File: config.mk
export PLATFORM = sky130hd
export DESIGN_NAME = spi_sclk_gen
export DESIGN_NICKNAME = d
export VERILOG_FILES = /design/src/rtl/spi_sclk_pkg.sv /design/src/rtl/spi_sclk_hightime.sv /design/src/rtl/spi_sclk_phase_cnt.sv /design/src/rtl/spi_sclk_gen.sv
export SDC_FILE = /design/constraint.sdc
export NUM_CORES = 1
export LEC_CHECK = 0
export ABC_CLOCK_PERIOD_IN_PS = 6350
export BUFFER_PORTS_ARGS = -buffer_cell sky130_fd_sc_hd__buf_2
export CORE_MARGIN = 4
export CORE_UTILIZATION = 50
export DETAILED_ROUTE_END_ITERATION = 10
export GPL_TIMING_DRIVEN = 0
export PLACE_DENSITY = 0.67
export RECOVER_POWER = 50
export SKIP_CTS_REPAIR_TIMING = 1
export SYNTH_ARGS = -nofsm -noshare
export SYNTH_HDL_FRONTEND = slang
export SYNTH_SLANG_ARGS = --single-unit
File: constraint.sdc
create_clock -name clk -period 6.35 [get_ports clk]
set_input_delay 0.635 -clock clk [delete_from_list [all_inputs] [get_ports clk]]
set_output_delay 0.635 -clock clk [all_outputs]
set_load 0.005 [all_outputs]
File: src/rtl/spi_sclk_pkg.sv
package spi_sclk_pkg;

    // Control states of the serial clock generator.
    typedef enum logic [1:0] {
        ST_IDLE   = 2'd0,
        ST_LEAD   = 2'd1,
        ST_TRAIL  = 2'd2,
        ST_BYPASS = 2'd3
    } sclk_state_e;

    // Duty resolution: high time is expressed in 1/(2**FRAC_W) of a period.
    localparam int FRAC_W    = 8;
    localparam int DUTY_HALF = 1 << (FRAC_W - 1);

endpackage

File: src/rtl/spi_sclk_hightime.sv
// Turns the raw divisor and duty code into an effective period, a clamped
// high count and a bypass flag. Purely combinational.
module spi_sclk_hightime #(
    parameter int DIV_W  = 8,
    parameter int FRAC_W = 8
) (
    input  logic [DIV_W-1:0]  div,
    input  logic [FRAC_W-1:0] duty,
    output logic [DIV_W-1:0]  period,
    output logic [DIV_W-1:0]  high_cyc,
    output logic              bypass
);
    localparam int PW   = DIV_W + FRAC_W;
    localparam int HALF = 1 << (FRAC_W - 1);

    logic [DIV_W-1:0]  eff_div;
    logic [FRAC_W-1:0] eff_duty;
    logic [PW-1:0]     prod;
    logic [PW-1:0]     rounded;
    logic [DIV_W-1:0]  raw_high;

    always_comb begin
        eff_div  = (div == '0) ? DIV_W'(1) : div;
        eff_duty = (duty == '0) ? FRAC_W'(HALF) : duty;
        prod     = PW'(eff_div) * PW'(eff_duty);
        rounded  = prod + PW'(HALF);
        raw_high = rounded[PW-1:FRAC_W];

        if (raw_high == '0) begin
            high_cyc = DIV_W'(1);
        end else if (raw_high >= eff_div) begin
            high_cyc = eff_div - DIV_W'(1);
        end else begin
            high_cyc = raw_high;
        end

        period = eff_div;
        bypass = (eff_div == DIV_W'(1));
    end
endmodule

File: src/rtl/spi_sclk_phase_cnt.sv
// Base-cycle position counter within one serial clock period.
module spi_sclk_phase_cnt #(
    parameter int DIV_W = 8
) (
    input  logic             clk,
    input  logic             rst_n,
    input  logic             clear,
    output logic [DIV_W-1:0] cnt
);
    always_ff @(posedge clk or negedge rst_n) begin
        if (!rst_n) begin
            cnt <= '0;
        end else if (clear) begin
            cnt <= '0;
        end else begin
            cnt <= cnt + DIV_W'(1);
        end
    end
endmodule

File: src/rtl/spi_sclk_gen.sv
// Serial clock generator: integer division of the base clock, duty in
// 1/256 steps, edge strobes for the sequencer, graceful start and stop.
module spi_sclk_gen
    import spi_sclk_pkg::*;
#(
    parameter int DIV_W = 8
) (
    input  logic              clk,
    input  logic              rst_n,
    input  logic              en,
    input  logic              cpol,
    input  logic [DIV_W-1:0]  div,
    input  logic [FRAC_W-1:0] duty,
    output logic              sclk,
    output logic              rise_stb,
    output logic              fall_stb
);
    sclk_state_e      state_q, state_d;
    logic [DIV_W-1:0] cnt_q;
    logic [DIV_W-1:0] n_q, h_q;
    logic             pol_q, pol_d;
    logic             sclk_q, rise_q, fall_q;

    logic [DIV_W-1:0] cfg_period, cfg_high;
    logic             cfg_bypass;
    logic             lead_done, period_done, load, running, cnt_clear;

    spi_sclk_hightime #(.DIV_W(DIV_W), .FRAC_W(FRAC_W)) u_hightime (
        .div      (div),
        .duty     (duty),
        .period   (cfg_period),
        .high_cyc (cfg_high),
        .bypass   (cfg_bypass)
    );

    assign running     = (state_q == ST_LEAD) || (state_q == ST_TRAIL);
    assign lead_done   = (cnt_q == h_q - DIV_W'(1));
    assign period_done = (cnt_q == n_q - DIV_W'(1));
    assign load        = en && ((state_q == ST_IDLE) ||
                                ((state_q == ST_TRAIL) && period_done));
    assign cnt_clear   = load || !running;

    spi_sclk_phase_cnt #(.DIV_W(DIV_W)) u_cnt (
        .clk   (clk),
        .rst_n (rst_n),
        .clear (cnt_clear),
        .cnt   (cnt_q)
    );

    // Next-state logic.
    always_comb begin
        state_d = state_q;
        unique case (state_q)
            ST_IDLE: begin
                if (en) state_d = cfg_bypass ? ST_BYPASS : ST_LEAD;
            end
            ST_LEAD: begin
                if (lead_done) state_d = ST_TRAIL;
            end
            ST_TRAIL: begin
                if (period_done) begin
                    if (!en)             state_d = ST_IDLE;
                    else if (cfg_bypass) state_d = ST_BYPASS;
                    else                 state_d = ST_LEAD;
                end
            end
            ST_BYPASS: begin
                if (!en) state_d = ST_IDLE;
            end
            default: state_d = ST_IDLE;
        endcase
    end

    assign pol_d = load ? cpol : pol_q;

    // State register and per-period configuration snapshot.
    always_ff @(posedge clk or negedge rst_n) begin
        if (!rst_n) begin
            state_q <= ST_IDLE;
            n_q     <= DIV_W'(2);
            h_q     <= DIV_W'(1);
            pol_q   <= 1'b0;
        end else begin
            state_q <= state_d;
            if (load) begin
                n_q   <= cfg_period;
                h_q   <= cfg_high;
                pol_q <= cpol;
            end
        end
    end

    // Output registers, decoded from the next state.
    always_ff @(posedge clk or negedge rst_n) begin
        if (!rst_n) begin
            sclk_q <= 1'b0;
            rise_q <= 1'b0;
            fall_q <= 1'b0;
        end else begin
            unique case (state_d)
                ST_LEAD: begin
                    sclk_q <= ~pol_d;
                    rise_q <= (state_q != ST_LEAD) && !pol_d;
                    fall_q <= (state_q != ST_LEAD) &&  pol_d;
                end
                ST_TRAIL: begin
                    sclk_q <= pol_d;
                    rise_q <= (state_q != ST_TRAIL) &&  pol_d;
                    fall_q <= (state_q != ST_TRAIL) && !pol_d;
                end
                ST_BYPASS: begin
                    sclk_q <= pol_d;
                    rise_q <= 1'b1;
                    fall_q <= 1'b1;
                end
                default: begin
                    sclk_q <= pol_d;
                    rise_q <= 1'b0;
                    fall_q <= 1'b0;
                end
            endcase
        end
    end

    // Serial clock select: pass-through in bypass, live idle level when idle.
    always_comb begin
        unique case (state_q)
            ST_BYPASS: sclk = clk ^ pol_q;
            ST_IDLE:   sclk = cpol;
            default:   sclk = sclk_q;
        endcase
    end

    assign rise_stb = rise_q;
    assign fall_stb = fall_q;

endmodule

---- Word level (Yosys, flattened, before mapping) ----
Cells that the tools add are included.
word-level totals
  bits in registers ....................... 30
  bits of input ports ..................... 20
  output and inout port bits .............. 3
cells by class
  $add $sub $neg .......................... 5
  multipliers ............................. 1
  magnitude comparators ................... 1
  equal/unequal tests ..................... 11
  multiplexer cells ....................... 17
  bitwise logic cells ..................... 2
  reduce and logical (&&, ||, !) cells .... 15
operator list
  operator                 number
  $mux W8                  5
  $logic_not A8 Y1         3
  $sub A8 B1 Y8 const B    3
  $add A16 B8 Y16 const B  1
  $eq A8 B8 Y1             2
  $mul A8 B8 Y16           1
  $mux W2                  6
  $add A8 B1 Y8 const B    1
  $eq A2 B2 Y1 const B     4
  $eq A8 B1 Y1 const B     1
  $ge A8 B8 Y1             1
  $pmux W2 S4              1
  $logic_and A1 B1 Y1      6
  $pmux W1 S3              2
  $eq A2 B1 Y1 const B     2
  $logic_or A1 B1 Y1       3
  $logic_not A1 Y1         2
  $logic_not A2 Y1         1
  $mux W1                  2
  $ne A2 B1 Y1 const B     1
  $ne A2 B2 Y1 const B     1
  $pmux W1 S2              1
  $not A1 Y1               1
  $xor A1 B1 Y1            1

---- Logic depth before layout (Yosys ltp) ----
  depth in word-level cells ............... 9
  depth in mapped cells ................... 27

---- Modules after synthesis ----
From an unflattened synthesis, not the netlist that was laid out.
unflattened totals
  cell total of the unflattened synthesis .. 507
  area total of the unflattened synthesis .. 4545.6 µm²
by module, submodules not included
  module              times used  cells an instance  area each (µm²)  sequential area each (µm²)
  spi_sclk_hightime   1           310                2532.4           0.0
  spi_sclk_gen        1           163                1660.3           553.0
  spi_sclk_phase_cnt  1           34                 352.8            200.2

==> reports/qor.csv <==
stage;metric;value;unit
finish;Non-Filler Cell Area, Final;5010;um2
drt;DR vias;3529;
placed_design;Final HPWL DP;7650;um
placed_design;PortBufs;20;
finish;layout cells sized above 1;16.9;%
sta;RSZ-0062 raised after global routing;yes;
power;Leakage;2.48;nW
logic_synthesis;Async S/R FF share, synth;100;%
floorplanning;Die W;101;um
logic_synthesis;Ys Warns;0;
drt;Vias/cell;5.64;
power;Comb pwr share;72.2;%
logic_synthesis;synth unique cells;59;
min_path;Worst Hold Class;reg2reg;
placed_design;Placed Area;4630;um2
setup_path;CP Capture Type;flip-flop;
sta;Slew Viols, Final;31;
drt;wire per inst;15.6;um
logic_synthesis;top post-synthesis cells by area;dfrtp_1 (16%), fa_1 (16%), ha_1 (15%), inv_1 (5.7%), and2_1 (5.4%);
logic_synthesis;syn avg cell area;8.97;um2
placed_design;pre-CTS setup slack;-691;ps
floorplanning;Initial Util;51.8;%
power;Peak VDD IR;0.000259;V
sta;Worst Max-Slew Pin Slew;1570;ps
placed_design;GP Congestion;0.925;
logic_synthesis;dominant synthesized flop cell;dfrtp_1;
setup_path;critical path endpoint;h_q[1];
drt;Detailed Route WL;9770;um
floorplanning;Core ar.;8300;um2
drt;first-iteration detailed-routing DRC count;197;
logic_synthesis;most instantiated cells after synthesis;inv_1 (65), ha_1 (53), nand2_1 (40);
drt;Pre-antenna DRT Iters;4;
floorplanning;# rows;33;
logic_synthesis;syn nets;587;
floorplanning;die area;10100;um2
setup_path;Worst Path Max Fanout;7;
setup_path;CP required;6640;ps
global_routing;largest net degree at the start of global routing;31;
status;failing checks;max-capacitance violations, max-slew violations;
sta;Clock Skew;8.24;ps
logic_synthesis;count leader, synth;inv_1;
logic_synthesis;EDFF count, synth;0;
global_routing;GRT Total Usage;20.9;%
drt;DRT antenna net count;0;
setup_path;crit path DAT;6560;ps
setup_path;Worst R2R Start;n_q[1];
power;power per standard cell area;445;nW/um2
setup_path;kind of critical path;in2reg;
logic_synthesis;Seq/Total Area, Yosys;17.5;%
sta;Final Worst Setup Slack;77.0;ps
finish;NumNets Final;628;
power;Clock power frac;12.2;%
clock_tree;clk slew on worst S/H paths;70;ps
finish;area delta synth->final;16.6;%
global_routing;number of global-route vias before repair;3515;
floorplanning;io pins;23;
logic_synthesis;Mapped Cells;479;
sta;slew margin rel.;-4.67;%
setup_path;kind of start point of the critical path;input pin;
power;Tot Pwr;2.23;mW
clock_tree;Worst-Skew Late Latency;400;ps
setup_path;CP Launch Point;div[1];
global_routing;first-pass GRT wire length;16700;um
power;sequential share of power;15.7;%
global_routing;initial antenna violation count;0;
sta;Final Hold Viols;0;
drt;drc violations;0;
logic_synthesis;Yosys top cell area share;16.3;%
finish;# diodes;0;
sta;final setup fails;0;
logic_synthesis;Yosys top cell by area;dfrtp_1;
power;Switch Pwr;1.01;mW
sta;FMAX;159;MHz
power;switch share;45.3;%
clock_tree;CTS tree;built;
logic_synthesis;Yosys reg bits;30;
status;run status;finished with violations;
power;internal power;1.22;mW
global_routing;grt ovf;0;
sta;setup TNS;0;ps
setup_path;worst-case reg-to-reg path depth;11;
setup_path;R2R Setup Slk;3100;ps
logic_synthesis;Mapped Area;4300;um2
sta;fin crit period;6270;ps
run;Max-cap violations;1;
floorplanning;Die Span Y;101;um
setup_path;Critical R2R Capture;fall_stb;
sta;final worst-path cycle share;98.8;%
[worst max-delay path: stages]
cell      delay (ps)
buf_12           110
or3_4            430
nor2_8           140
a41oi_4          160
or2_4            300
ha_4             220
fa_1             500
inv_1             50
fa_1             480
inv_1             50
fa_1             490
inv_2             50
ha_4             260
nand4_1          130
o221ai_4         380
a41o_4           330
xor2_4           180
ha_4             220
a211o_1          260
nor3_2           210
nor3_2            70
a211oi_4         280
buf_12           170
mux2_4           300
a22o_1           180
[kinds of logic after synthesis]
group / count (synthesis) / share of synthesized area (%)
buffers and inverters: 77 / 7.13
AOI/OAI and AO/OA: 76 / 12.7
adders and majority gates: 88 / 31.7
DFF: 30 / 17.5
muxes: 11 / 2.77
xor gates and xnor gates: 39 / 7.95
and+or+nand+nor: 158 / 20.2
[power groups by stage]
stage | Combinational, mW | Clock [mW] | Sequential, mW
after floorplan | 1.15 | 0.0158 | 0.332
after global placement | 1.38 | 0.0221 | 0.352
after detailed placement | 1.41 | 0.0221 | 0.353
after CTS | 1.42 | 0.277 | 0.349
after global routing | 1.80 | 0.290 | 0.363
final | 1.61 | 0.271 | 0.350
[through the flow]
step | hold WS [ps] | util [%] | std cells
2_1_floorplan | 339 | - | 479
3_3_place_gp | 504 | 55.8 | 604
3_5_place_dp | 525 | 55.8 | 604
4_1_cts | 286 | 57.6 | 615
5_1_grt | 571 | 60.4 | 626
6_report | 540 | 60.4 | 626
[sequential cells by signal (all words and copies together), names as in the netlist]
| name | count |
|---|---|
| fall_stb | 1 |
| rise_stb | 1 |
| pol_q | 1 |
| n_q | 8 |
| state_q | 2 |
| sclk_q | 1 |
| h_q | 8 |
| u_cnt.cnt | 8 |
[worst min-delay path by stage]
stage / from / slack (ps) / end / cells past startpoint
after floorplan: rst_n / 340 / fall_stb / 0
after global placement: n_q[7] / 500 / n_q[7] / 2
after detailed placement: h_q[7] / 530 / h_q[7] / 1
after CTS: rst_n / 290 / n_q[0] / 1
after global routing: n_q[7] / 570 / n_q[7] / 2
final: n_q[7] / 540 / n_q[7] / 2
[metal layers]
layer	global-route usage, %	wire [um]	vias to the layer above
li1	-	-	1688
met1	30.3	4460	1733
met2	31.8	4710	90
met3	3.25	459	18
met4	6.84	132	0
met5	0	0	-
[cell usage in the layout, fill, tap and decap left out, types with 3 or more instances in the layout]
cell      count
and3_1        7
clkbuf_2      3
nor2b_1       5
clkbuf_1      6
xnor2_1      18
buf_6         3
fa_1         35
ha_1         48
nand2_1      40
clkbuf_8      8
a21oi_1      13
and2_1       37
a21o_1        7
nand2b_1      4
a22o_1        7
mux2_4        7
nor4_1        3
ha_4          5
nor3_1        9
o22ai_1       3
inv_1        64
dfrtp_1      28
a21oi_2       3
mux2i_1       4
buf_2        19
xor2_1       18
o21ai_0      18
a22oi_1       3
buf_4        10
nor2_1       21
a31oi_1       3
nand3_1      12
[layout make-up]
type                    count  area, um2
plain buffers              12       75.1
clock buffers               9        115
clock inverters             3       45.0
fillers                   714       3290
inverters                  65        244
multi-input cells         372       3450
flip-flops and latches     30        753
well taps                 105        131
repair buffers             30        201
No activity file was read; power rests on OpenSTA's default activity.
